`config.mk`:
```
export PLATFORM = sky130hd
export DESIGN_NAME = iat_ctrl
export DESIGN_NICKNAME = d
export VERILOG_FILES = /design/src/rtl/iat_pkg.sv /design/src/rtl/iat_instr_timer.sv /design/src/rtl/iat_arbiter.sv /design/src/rtl/iat_nest_stack.sv /design/src/rtl/iat_seq.sv /design/src/rtl/iat_ctrl.sv
export SDC_FILE = /design/constraint.sdc
export NUM_CORES = 1
export LEC_CHECK = 0
export BUFFER_PORTS_ARGS = -buffer_cell sky130_fd_sc_hd__buf_4
export CAP_MARGIN = 20
export CELL_PAD_IN_SITES_DETAIL_PLACEMENT = 2
export CELL_PAD_IN_SITES_GLOBAL_PLACEMENT = 2
export CORE_ASPECT_RATIO = 0.6
export CORE_MARGIN = 4
export CORE_UTILIZATION = 38
export CTS_BUF_LIST = sky130_fd_sc_hd__clkbuf_8
export DETAILED_ROUTE_END_ITERATION = 8
export HOLD_SLACK_MARGIN = 0.12
export PLACE_DENSITY_LB_ADDON = 0.2
export RECOVER_POWER = 100
export SYNTH_ARGS = -nofsm -noshare
export SYNTH_HDL_FRONTEND = slang
export SYNTH_HIERARCHICAL = 1
export SYNTH_SLANG_ARGS = --single-unit
export TNS_END_PERCENT = 50
```
`constraint.sdc`:
```
create_clock -name clk -period 11.4 [get_ports clk]
set_input_delay 2.28 -clock clk [delete_from_list [all_inputs] [get_ports clk]]
set_output_delay 2.28 -clock clk [all_outputs]
set_load 0.05 [all_outputs]
```
`src/rtl/iat_pkg.sv`:
```
package iat_pkg;
  localparam int unsigned LEN_W    = 4;
  localparam int unsigned SEQ_CLKS = 8;
  localparam int unsigned PSW_LAST = 3;
  localparam int unsigned PC_LAST  = 6;
  localparam int unsigned SEQ_W    = $clog2(SEQ_CLKS + 1);
  typedef logic [LEN_W-1:0] ilen_t;
  typedef logic [SEQ_W-1:0] seq_t;
endpackage

```
`src/rtl/iat_instr_timer.sv`:
```
module iat_instr_timer
  import iat_pkg::*;
(
  input  logic  clk,
  input  logic  rst_n,
  input  logic  start,
  input  ilen_t len,
  input  logic  busy,
  output logic  last
);
  logic  run_q;
  ilen_t len_q, cnt_q, len_now, pos_now;
  logic  go;

  assign go = start & ~busy;

  always_comb begin
    len_now = go ? len : len_q;
    pos_now = go ? ilen_t'(1) : cnt_q + ilen_t'(1);
  end

  assign last = (go | run_q) & (pos_now == len_now);

  always_ff @(posedge clk or negedge rst_n) begin
    if (!rst_n) begin
      run_q <= 1'b0;
      len_q <= '0;
      cnt_q <= '0;
    end else if (go | run_q) begin
      cnt_q <= pos_now;
      run_q <= ~last;
      if (go) len_q <= len;
    end
  end


  timer_quiet_in_busy_chk: assert property (@(posedge clk) disable iff (!rst_n)
    busy |-> !last);
endmodule

```
`src/rtl/iat_arbiter.sv`:
```
module iat_arbiter #(
  parameter int NSRC = 4,
  parameter int PW   = 2,
  localparam int IW  = (NSRC > 1) ? $clog2(NSRC) : 1
) (
  input  logic [NSRC-1:0]    cand,
  input  logic [NSRC*PW-1:0] prio_vec,
  output logic               valid,
  output logic [IW-1:0]      id,
  output logic [PW-1:0]      prio
);
  logic [PW-1:0] p [NSRC];

  for (genvar g = 0; g < NSRC; g++) begin : g_unpack
    assign p[g] = prio_vec[g*PW +: PW];
  end

  always_comb begin
    valid = 1'b0;
    id    = '0;
    prio  = '0;
    for (int i = 0; i < NSRC; i++) begin
      if (cand[i] && (!valid || p[i] > prio)) begin
        valid = 1'b1;
        id    = IW'(i);
        prio  = p[i];
      end
    end
  end


  always_comb begin
    win_is_cand_chk: assert (!valid || cand[id]);
  end
endmodule

```
`src/rtl/iat_nest_stack.sv`:
```
module iat_nest_stack #(
  parameter int DEPTH = 4,
  parameter int PW    = 2,
  localparam int AW   = (DEPTH > 1) ? $clog2(DEPTH) : 1,
  localparam int SPW  = $clog2(DEPTH + 1)
) (
  input  logic          clk,
  input  logic          rst_n,
  input  logic          push,
  input  logic          pop,
  input  logic [PW-1:0] din,
  output logic [PW-1:0] top,
  output logic          empty,
  output logic          full
);
  logic [PW-1:0]  mem [DEPTH];
  logic [SPW-1:0] sp_q;
  logic [AW-1:0]  top_idx;

  assign empty   = (sp_q == '0);
  assign full    = (sp_q == SPW'(DEPTH));
  assign top_idx = AW'(sp_q - SPW'(1));
  assign top     = empty ? '0 : mem[top_idx];

  always_ff @(posedge clk) begin
    if (push && pop && !empty) mem[top_idx] <= din;
    else if (push && !full)    mem[AW'(sp_q)] <= din;
  end

  always_ff @(posedge clk or negedge rst_n) begin
    if (!rst_n) sp_q <= '0;
    else if (push && pop && !empty) sp_q <= sp_q;
    else if (push && !full)         sp_q <= sp_q + SPW'(1);
    else if (pop && !empty)         sp_q <= sp_q - SPW'(1);
  end


  no_push_when_full_chk: assert property (@(posedge clk) disable iff (!rst_n)
    full |-> !push);
endmodule

```
`src/rtl/iat_seq.sv`:
```
module iat_seq
  import iat_pkg::*;
#(
  parameter int IW = 2
) (
  input  logic          clk,
  input  logic          rst_n,
  input  logic          take,
  input  logic [IW-1:0] id_in,
  output logic          ack,
  output logic [IW-1:0] ack_id,
  output logic          busy,
  output logic          save_psw,
  output logic          save_pc,
  output logic          vec_load
);
  seq_t cnt_q;

  always_ff @(posedge clk or negedge rst_n) begin
    if (!rst_n) begin
      cnt_q  <= '0;
      ack_id <= '0;
    end else if (take) begin
      cnt_q  <= seq_t'(1);
      ack_id <= id_in;
    end else if (cnt_q != '0) begin
      cnt_q <= (cnt_q == seq_t'(SEQ_CLKS)) ? '0 : cnt_q + seq_t'(1);
    end
  end

  assign busy     = (cnt_q != '0);
  assign ack      = (cnt_q == seq_t'(1));
  assign save_psw = busy && (cnt_q <= seq_t'(PSW_LAST));
  assign save_pc  = (cnt_q > seq_t'(PSW_LAST)) && (cnt_q <= seq_t'(PC_LAST));
  assign vec_load = (cnt_q > seq_t'(PC_LAST));


  ack_single_chk: assert property (@(posedge clk) disable iff (!rst_n)
    ack |=> (!ack && save_psw));

  psw_then_pc_chk: assert property (@(posedge clk) disable iff (!rst_n)
    $fell(save_psw) |-> save_pc);

  ends_after_vec_chk: assert property (@(posedge clk) disable iff (!rst_n)
    $fell(busy) |-> $past(vec_load));

  id_held_chk: assert property (@(posedge clk) disable iff (!rst_n)
    (busy && !ack) |-> $stable(ack_id));

  take_only_idle_chk: assert property (@(posedge clk) disable iff (!rst_n)
    take |-> !busy);
endmodule

```
`src/rtl/iat_ctrl.sv`:
```
module iat_ctrl
  import iat_pkg::*;
#(
  parameter int NSRC  = 4,
  parameter int PW    = 2,
  parameter int DEPTH = 4,
  localparam int IW   = (NSRC > 1) ? $clog2(NSRC) : 1
) (
  input  logic               clk,
  input  logic               rst_n,
  input  logic               instr_start,
  input  logic [LEN_W-1:0]   instr_len,
  input  logic [NSRC-1:0]    req_set,
  input  logic [NSRC-1:0]    mask,
  input  logic [NSRC*PW-1:0] prio_vec,
  input  logic               reg_access,
  input  logic               ei_set,
  input  logic               reti,
  output logic               ack,
  output logic [IW-1:0]      ack_id,
  output logic               busy,
  output logic               save_psw,
  output logic               save_pc,
  output logic               vec_load,
  output logic [NSRC-1:0]    pend,
  output logic               ie
);
  logic [NSRC-1:0] pend_q, clr, mask_d;
  logic            ie_q, last, win_valid, take, stk_empty, stk_full;
  logic [IW-1:0]   win_id;
  logic [PW-1:0]   win_prio, top_prio;

  iat_instr_timer u_timer (
    .clk(clk), .rst_n(rst_n), .start(instr_start), .len(instr_len),
    .busy(busy), .last(last)
  );

  iat_arbiter #(.NSRC(NSRC), .PW(PW)) u_arb (
    .cand(pend_q & ~mask), .prio_vec(prio_vec),
    .valid(win_valid), .id(win_id), .prio(win_prio)
  );

  iat_nest_stack #(.DEPTH(DEPTH), .PW(PW)) u_stk (
    .clk(clk), .rst_n(rst_n), .push(take), .pop(reti), .din(win_prio),
    .top(top_prio), .empty(stk_empty), .full(stk_full)
  );

  iat_seq #(.IW(IW)) u_seq (
    .clk(clk), .rst_n(rst_n), .take(take), .id_in(win_id),
    .ack(ack), .ack_id(ack_id), .busy(busy),
    .save_psw(save_psw), .save_pc(save_pc), .vec_load(vec_load)
  );

  assign take = last && !busy && win_valid && ie_q && !reg_access && !stk_full
                && (stk_empty || (win_prio > top_prio));
  assign clr  = take ? (NSRC'(1) << win_id) : '0;

  always_ff @(posedge clk or negedge rst_n) begin
    if (!rst_n) begin
      pend_q <= '0;
      ie_q   <= 1'b1;
      mask_d <= '0;
    end else begin
      pend_q <= (pend_q & ~clr) | req_set;
      mask_d <= mask;
      if (take)                ie_q <= 1'b0;
      else if (ei_set || reti) ie_q <= 1'b1;
    end
  end

  assign pend = pend_q;
  assign ie   = ie_q;


  ack_on_boundary_chk: assert property (@(posedge clk) disable iff (!rst_n)
    ack |-> $past(last));

  flag_cleared_chk: assert property (@(posedge clk) disable iff (!rst_n)
    (take && !req_set[win_id]) |=> !pend_q[$past(win_id)]);

  hold_blocks_chk: assert property (@(posedge clk) disable iff (!rst_n)
    ack |-> !$past(reg_access));

  masked_never_chk: assert property (@(posedge clk) disable iff (!rst_n)
    ack |-> !mask_d[ack_id]);

  ie_dropped_chk: assert property (@(posedge clk) disable iff (!rst_n)
    ack |-> !ie_q);
endmodule

```
Word-level counts from Yosys, hierarchy flattened
Memories as Yosys holds them, arrays and structs flattened.
Cells that the tools add are included.

storage, ports and cells
  flip-flop bits (word level) = 23
  bits in writable memories = 8
  logic and storage cells = 101
  memories kept = 1

memory list
  name       words  bits a word  rd ports  clocked after Yosys merged registers in  write ports  line                  source
  u_stk.mem  4      2            1         0                                        1            iat_nest_stack.sv:16  logic [PW-1:0] mem [DEPTH];

operators by class
  add/subtract/negate cells = 4
  order comparisons = 8
  equal/unequal tests = 4
  shifts and indexed selects = 1
  mux-type cells = 30
  bitwise gates (word level) = 11
  reductions and logical operators = 34

operator list
  operator               number
  $mux W4                6
  $mux W2                9
  $logic_and A1 B1 Y1    15
  $mux W1                13
  $add A4 B1 Y4 const B  2
  $and A4 B4 Y4          2
  $gt A2 B2 Y1           4
  $not A4 Y4             2
  $logic_not A1 Y1       7
  $mux W3                2
  $reduce_bool A2 Y1     3
  $logic_or A1 B1 Y1     5
  $eq A4 B1 Y1 const B   1
  $eq A4 B4 Y1           1
  $eq A4 B4 Y1 const B   1
  $gt A4 B2 Y1 const B   1
  $gt A4 B3 Y1 const B   1
  $le A4 B2 Y1 const B   1
  $le A4 B3 Y1 const B   1
  $or A4 B4 Y4           1
  $reduce_bool A4 Y1     1
  $shl A1 B2 Y4 const A  1
  $add A3 B1 Y3 const B  1
  $eq A3 B3 Y1 const B   1
  other kinds (7)        10

Logic depth before layout (Yosys ltp)
  depth after elaboration = 26
  mapped depth = 27
  gate-level depth less buffers = 26

Hierarchy
Netlist, hierarchy kept.

by module, submodules not included
  module           instances  cells each  area each (um^2)  sequential area each (um^2)
  iat_nest_stack   1          60          683.2             315.3
  iat_instr_timer  1          49          461.7             225.2
  iat_seq          1          38          384.1             150.1
  iat_ctrl         1          36          310.3             126.4
  iat_arbiter      1          38          275.3             0.0

Least setup slack after synthesis
OpenSTA, ideal clock, no wires.

  path type = input -> register
  start = input mask[0]
  end = memory u_stk.mem[2][0] (enable)
  arrival = 7749 ps
  data required time = 11091 ps
  slack = 3343 ps
  stages = 25
  buffers on the path = 1
  path through = nor2b_1 > nand2_1 > ha_1 > nor2b_1 > o311a_1 > a32oi_1 > ha_1 > nor2b_1 > a2bb2oi_1 > o21ai_0 > mux2i_1 > inv_1 > ha_1 > a21oi_1 > a21oi_1 > o21ai_0 > mux2_2 > ha_1 > nand2_1 > a2bb2oi_1 > and2_1 > buf_2 > nand2_2 > mux2_4 > nor2_1

between the ends
  elaborated cells between the ends (all ways) = 40

RTL lines
  item                                                     line                                        source
  start: declaration                                       iat_ctrl.sv:14                              input logic [NSRC-1:0] mask,
  $not A4 Y4 *                                             iat_ctrl.sv:39                              .cand(pend_q & ~mask), .prio_vec(prio_vec),
  $and A4 B4 Y4 *                                          iat_ctrl.sv:39
  $mux W2 / $mux W1 (equally long branches)                iat_arbiter.sv:23                           if (cand[i] && (!valid || p[i] > prio)) begin
  $gt A2 B2 Y1 / $logic_not A1 Y1 (equally long branches)  iat_arbiter.sv:23
  $logic_or A1 B1 Y1                                       iat_arbiter.sv:23
  $logic_and A1 B1 Y1                                      iat_arbiter.sv:23
  $mux W2 / $mux W1 (equally long branches)                iat_arbiter.sv:23
  $gt A2 B2 Y1 / $logic_not A1 Y1 (equally long branches)  iat_arbiter.sv:23
  [... 7 more ...]                                         n/a
  net win_prio[1]                                          iat_ctrl.sv:31                              logic [PW-1:0] win_prio, top_prio;
  [... 2 more ...]                                         n/a
  $logic_and A1 B1 Y1 *                                    iat_ctrl.sv:55                              && (stk_empty || (win_prio > top_prio));
  net take                                                 iat_ctrl.sv:29                              logic ie_q, last, win_valid, take, stk_empty, stk_full;
  $logic_and A1 B1 Y1 (on tied branches)                   iat_nest_stack.sv:27, iat_nest_stack.sv:26
  $mux W1 / $logic_and A1 B1 Y1 (equally long branches)    iat_nest_stack.sv:27, iat_nest_stack.sv:26
  $mux W1                                                  iat_nest_stack.sv:26                        if (push && pop && !empty) mem[top_idx] <= din;
  $mux W1 (not written as such)                            iat_nest_stack.sv:27                        else if (push && !full) mem[AW'(sp_q)] <= din;
  $reduce_or A2 Y1 (no line)                               n/a
  $mux W2 (no line) / $mux W1 (equally long branches)      n/a
  end: declaration                                         iat_nest_stack.sv:16

The timed path passes the listed nets; every way through them passes the cells marked *.

Worst setup path in the final report
Ends and elaborated chain as after synthesis.

==> metrics.cfg <==
[logic_synthesis]
synth_cells=221
synth.top_cell.area_share_pct=26.0
yosysWarnings=6
yosysSeqAreaShare_pct=38.6
netlist_area_um2=2110
synth_cell_types=48
postSynthAreaPerCell_um2=9.57
ys_ff_latch=31
synth_area_leader_cell=dfrtp_1
yosys-top-cells-count=dfrtp_1, nor2_1, nand2_1
synth-async-reset-ratio_pct=74.2
yosys_most_used_dff=dfrtp_1
synth_edf_count=8
ys_top_cells_by_area=dfrtp_1, edfxtp_1, ha_1, nor2_1, nand2_1
synth_fp_nets=263

[worst_setup_path]
timing.rr.start=pend[0]$_DFF_PN0_
crit_type=input pin to flop
startpoint_type=input pin
reg2reg_to=u_stk/mem[2][0]$_DFFE_PP_
critPathArrivalTime_ns=9.18
critical_path_required_ns=11.37
end_kind=flop
ff2ff_path_depth=24
rrSetupSlack_ns=3.87
path_max_fanout=18

[floorplan]
fp.dieW_um=104
dieArea_um2=6860
row_count=20
start_util_pct=40.4
io_pins=38
die_y_um=65.8
core_um2=5230

[cts]
cts_hold_buf=0
cts_tree=done
clock-sinks=31
htreeDepth=2
clkTransAtPathRegs_ns=0.07
cts_setup_buffers=0
insertion_delay_ns=0.28
cts_root_buf=clkbuf_8
cts_resized=0
clk_path_buf_depth=2
numCtsBuffers=5

[route]
ant_nets=0
vias=1722
wire_per_inst_um=17.9
first_iter_violations=51
wl_um=5800
dr.pass1.iters=4
vias_per_cell=5.30
drc=0

[final_layout]
final_nets=300
area_delta_synth_final_pct=15.6
antenna_cells=0
drive_gt1_share_pct=16.6
fill_cells=588
fin_area_um2=2440

[grt]
overflow=0
grt_pass1_vias=1948
antenna_found_initial=0
grt_usage_pct=18.8
grt_pass1_wl_um=10100
grt_max_degree=24

[timing]
drv_slew=0
finalCritPeriodShare_pct=80.8
fin_setup_tns_ns=0
finalHoldViolations=0
setup_viol=0
max_slew_margin_pct=14.4
max_slew.worst_pin.slew_ns=1.28
fmax_ghz=0.109
rsz0062_at_grt=false
fin_skew_ns=0.00522
fin_crit_ns=9.21

[pwr]
p_leak_uw=0.00109
internal-power_uw=315
power_switching_uw=279
seqPwrFrac_pct=32.1
p_per_area_nw_per_um2=243
swShare_pct=47.0
clkPwrFrac_pct=13.7
combPwrFrac_pct=54.2
vdd_ir_drop_max_mv=0.119

[placement]
portBuffers=37
placed_area_um2=2420
dp_hpwl_um=4530
gp_congestion=0.782

[flow_run]
drv_cap=0

[hold_path]
min_to=u_timer/len_q[1]$_DFFE_PN0P_
min_from=u_timer/len_q[1]$_DFFE_PN0P_
hp-class=flop to flop
min_delay_path_depth=2

[run_status]
status=complete, no violations

worst max-delay path, cell delays in order:
cell and delay [ns]:
clkbuf_4 0.11, nor2b_1 0.38, nand2_1 0.12, ha_1 0.32
nor2b_1 0.16, o311a_1 0.33, a32oi_1 0.21, ha_1 0.28
nor2b_1 0.13, a2bb2oi_1 0.12, o21ai_0 0.47, mux2i_1 0.30
inv_1 0.07, ha_1 0.28, a21oi_1 0.13, a21oi_1 0.06
o21ai_0 0.38, mux2_1 0.49, ha_1 0.35, nand2_1 0.07
a2bb2oi_1 0.46, and2_0 0.82, nand2_1 0.24, mux2_1 0.40
nor2_1 0.24
placed cells by master, fill, tap and decap left out, types with 7 or more instances in the layout:
master,Yosys,final
a31oi_1,7,7
buf_4,0,23
clkbuf_1,1,12
dfrtp_1,22,22
edfxtp_1,8,8
ha_1,16,16
inv_1,15,17
nand2_1,21,22
nor2_1,22,22
nor2b_1,9,9
o21ai_0,8,8
how the worst max path moves through the flow:
stage / start / to
4_1_cts: mask[0] / u_stk/mem[2][0]$_DFFE_PP_
3_5_place_dp: mask[0] / u_stk/mem[2][1]$_DFFE_PP_
6_report: mask[0] / u_stk/mem[2][0]$_DFFE_PP_
3_3_place_gp: mask[0] / u_stk/mem[3][0]$_DFFE_PP_
2_1_floorplan: mask[0] / u_stk/mem[2][0]$_DFFE_PP_
5_1_grt: mask[0] / u_stk/mem[2][0]$_DFFE_PP_
registers in the layout, summed over array words and instances, names as in the netlist:
signal,cells
u_stk/mem,8
pend,4
u_seq/cnt_q,4
u_timer/cnt_q,4
u_timer/len_q,4
u_stk/sp_q,3
u_seq/ack_id,2
ie,1
u_timer/run_q,1
per-layer routing:
| metal | part of all wire, % | vias up | wire length (um) | track usage, % |
|---|---|---|---|---|
| met5 | 0 | - | 0 | 0 |
| met4 | 0.67 | 0 | 39 | 3.98 |
| met3 | 2.8 | 4 | 162 | 3.32 |
| met2 | 44 | 27 | 2550 | 30.4 |
| met1 | 53 | 842 | 3050 | 26.4 |
| li1 | - | 849 | - | - |
kinds of logic after synthesis:
kind of cell / after synthesis / share of synthesized area, %
fa+ha+maj: 17 / 9.94
compound gates: 32 / 9.82
mux: 15 / 9.41
simple gates: 92 / 22.4
flops: 31 / 38.6
xor+xnor: 10 / 4.14
buf+inv: 24 / 5.62
power groups by stage:
stage                     Sequential, uW  Combinational (uW)  Clock, uW
after floorplan                      181                 260          0
after global placement               193                 321          0
after detailed placement             194                 335          0
after CTS                            193                 339       83.2
after global routing                 198                 363       89.7
final                                191                 322       81.5
per-stage QoR:
stage | cells | setup WS [ns] | total power, uW | util (%) | hold slack [ns]
6_report | 325 | 2.19 | 594 | 46.7 | 0.509
5_1_grt | 325 | 1.41 | 651 | 46.7 | 0.545
3_5_place_dp | 317 | 2.17 | 528 | 46.3 | 0.491
4_1_cts | 325 | 2.45 | 615 | 47.9 | 0.509
3_3_place_gp | 317 | 2.53 | 514 | 46.3 | 0.486
2_1_floorplan | 221 | 3.34 | 441 | - | 0.466
final cells by class:
class,instances,area (um2),area share [%]
multi-input cells,166,1160,47.6
flip-flops and latches,31,817,33.4
repair buffers,37,233,9.52
well taps,66,82.6,3.38
clock buffers,5,68.8,2.82
inverters,17,66.3,2.71
clock inverters,3,12.5,0.512
(Power assumes the default switching activity.)
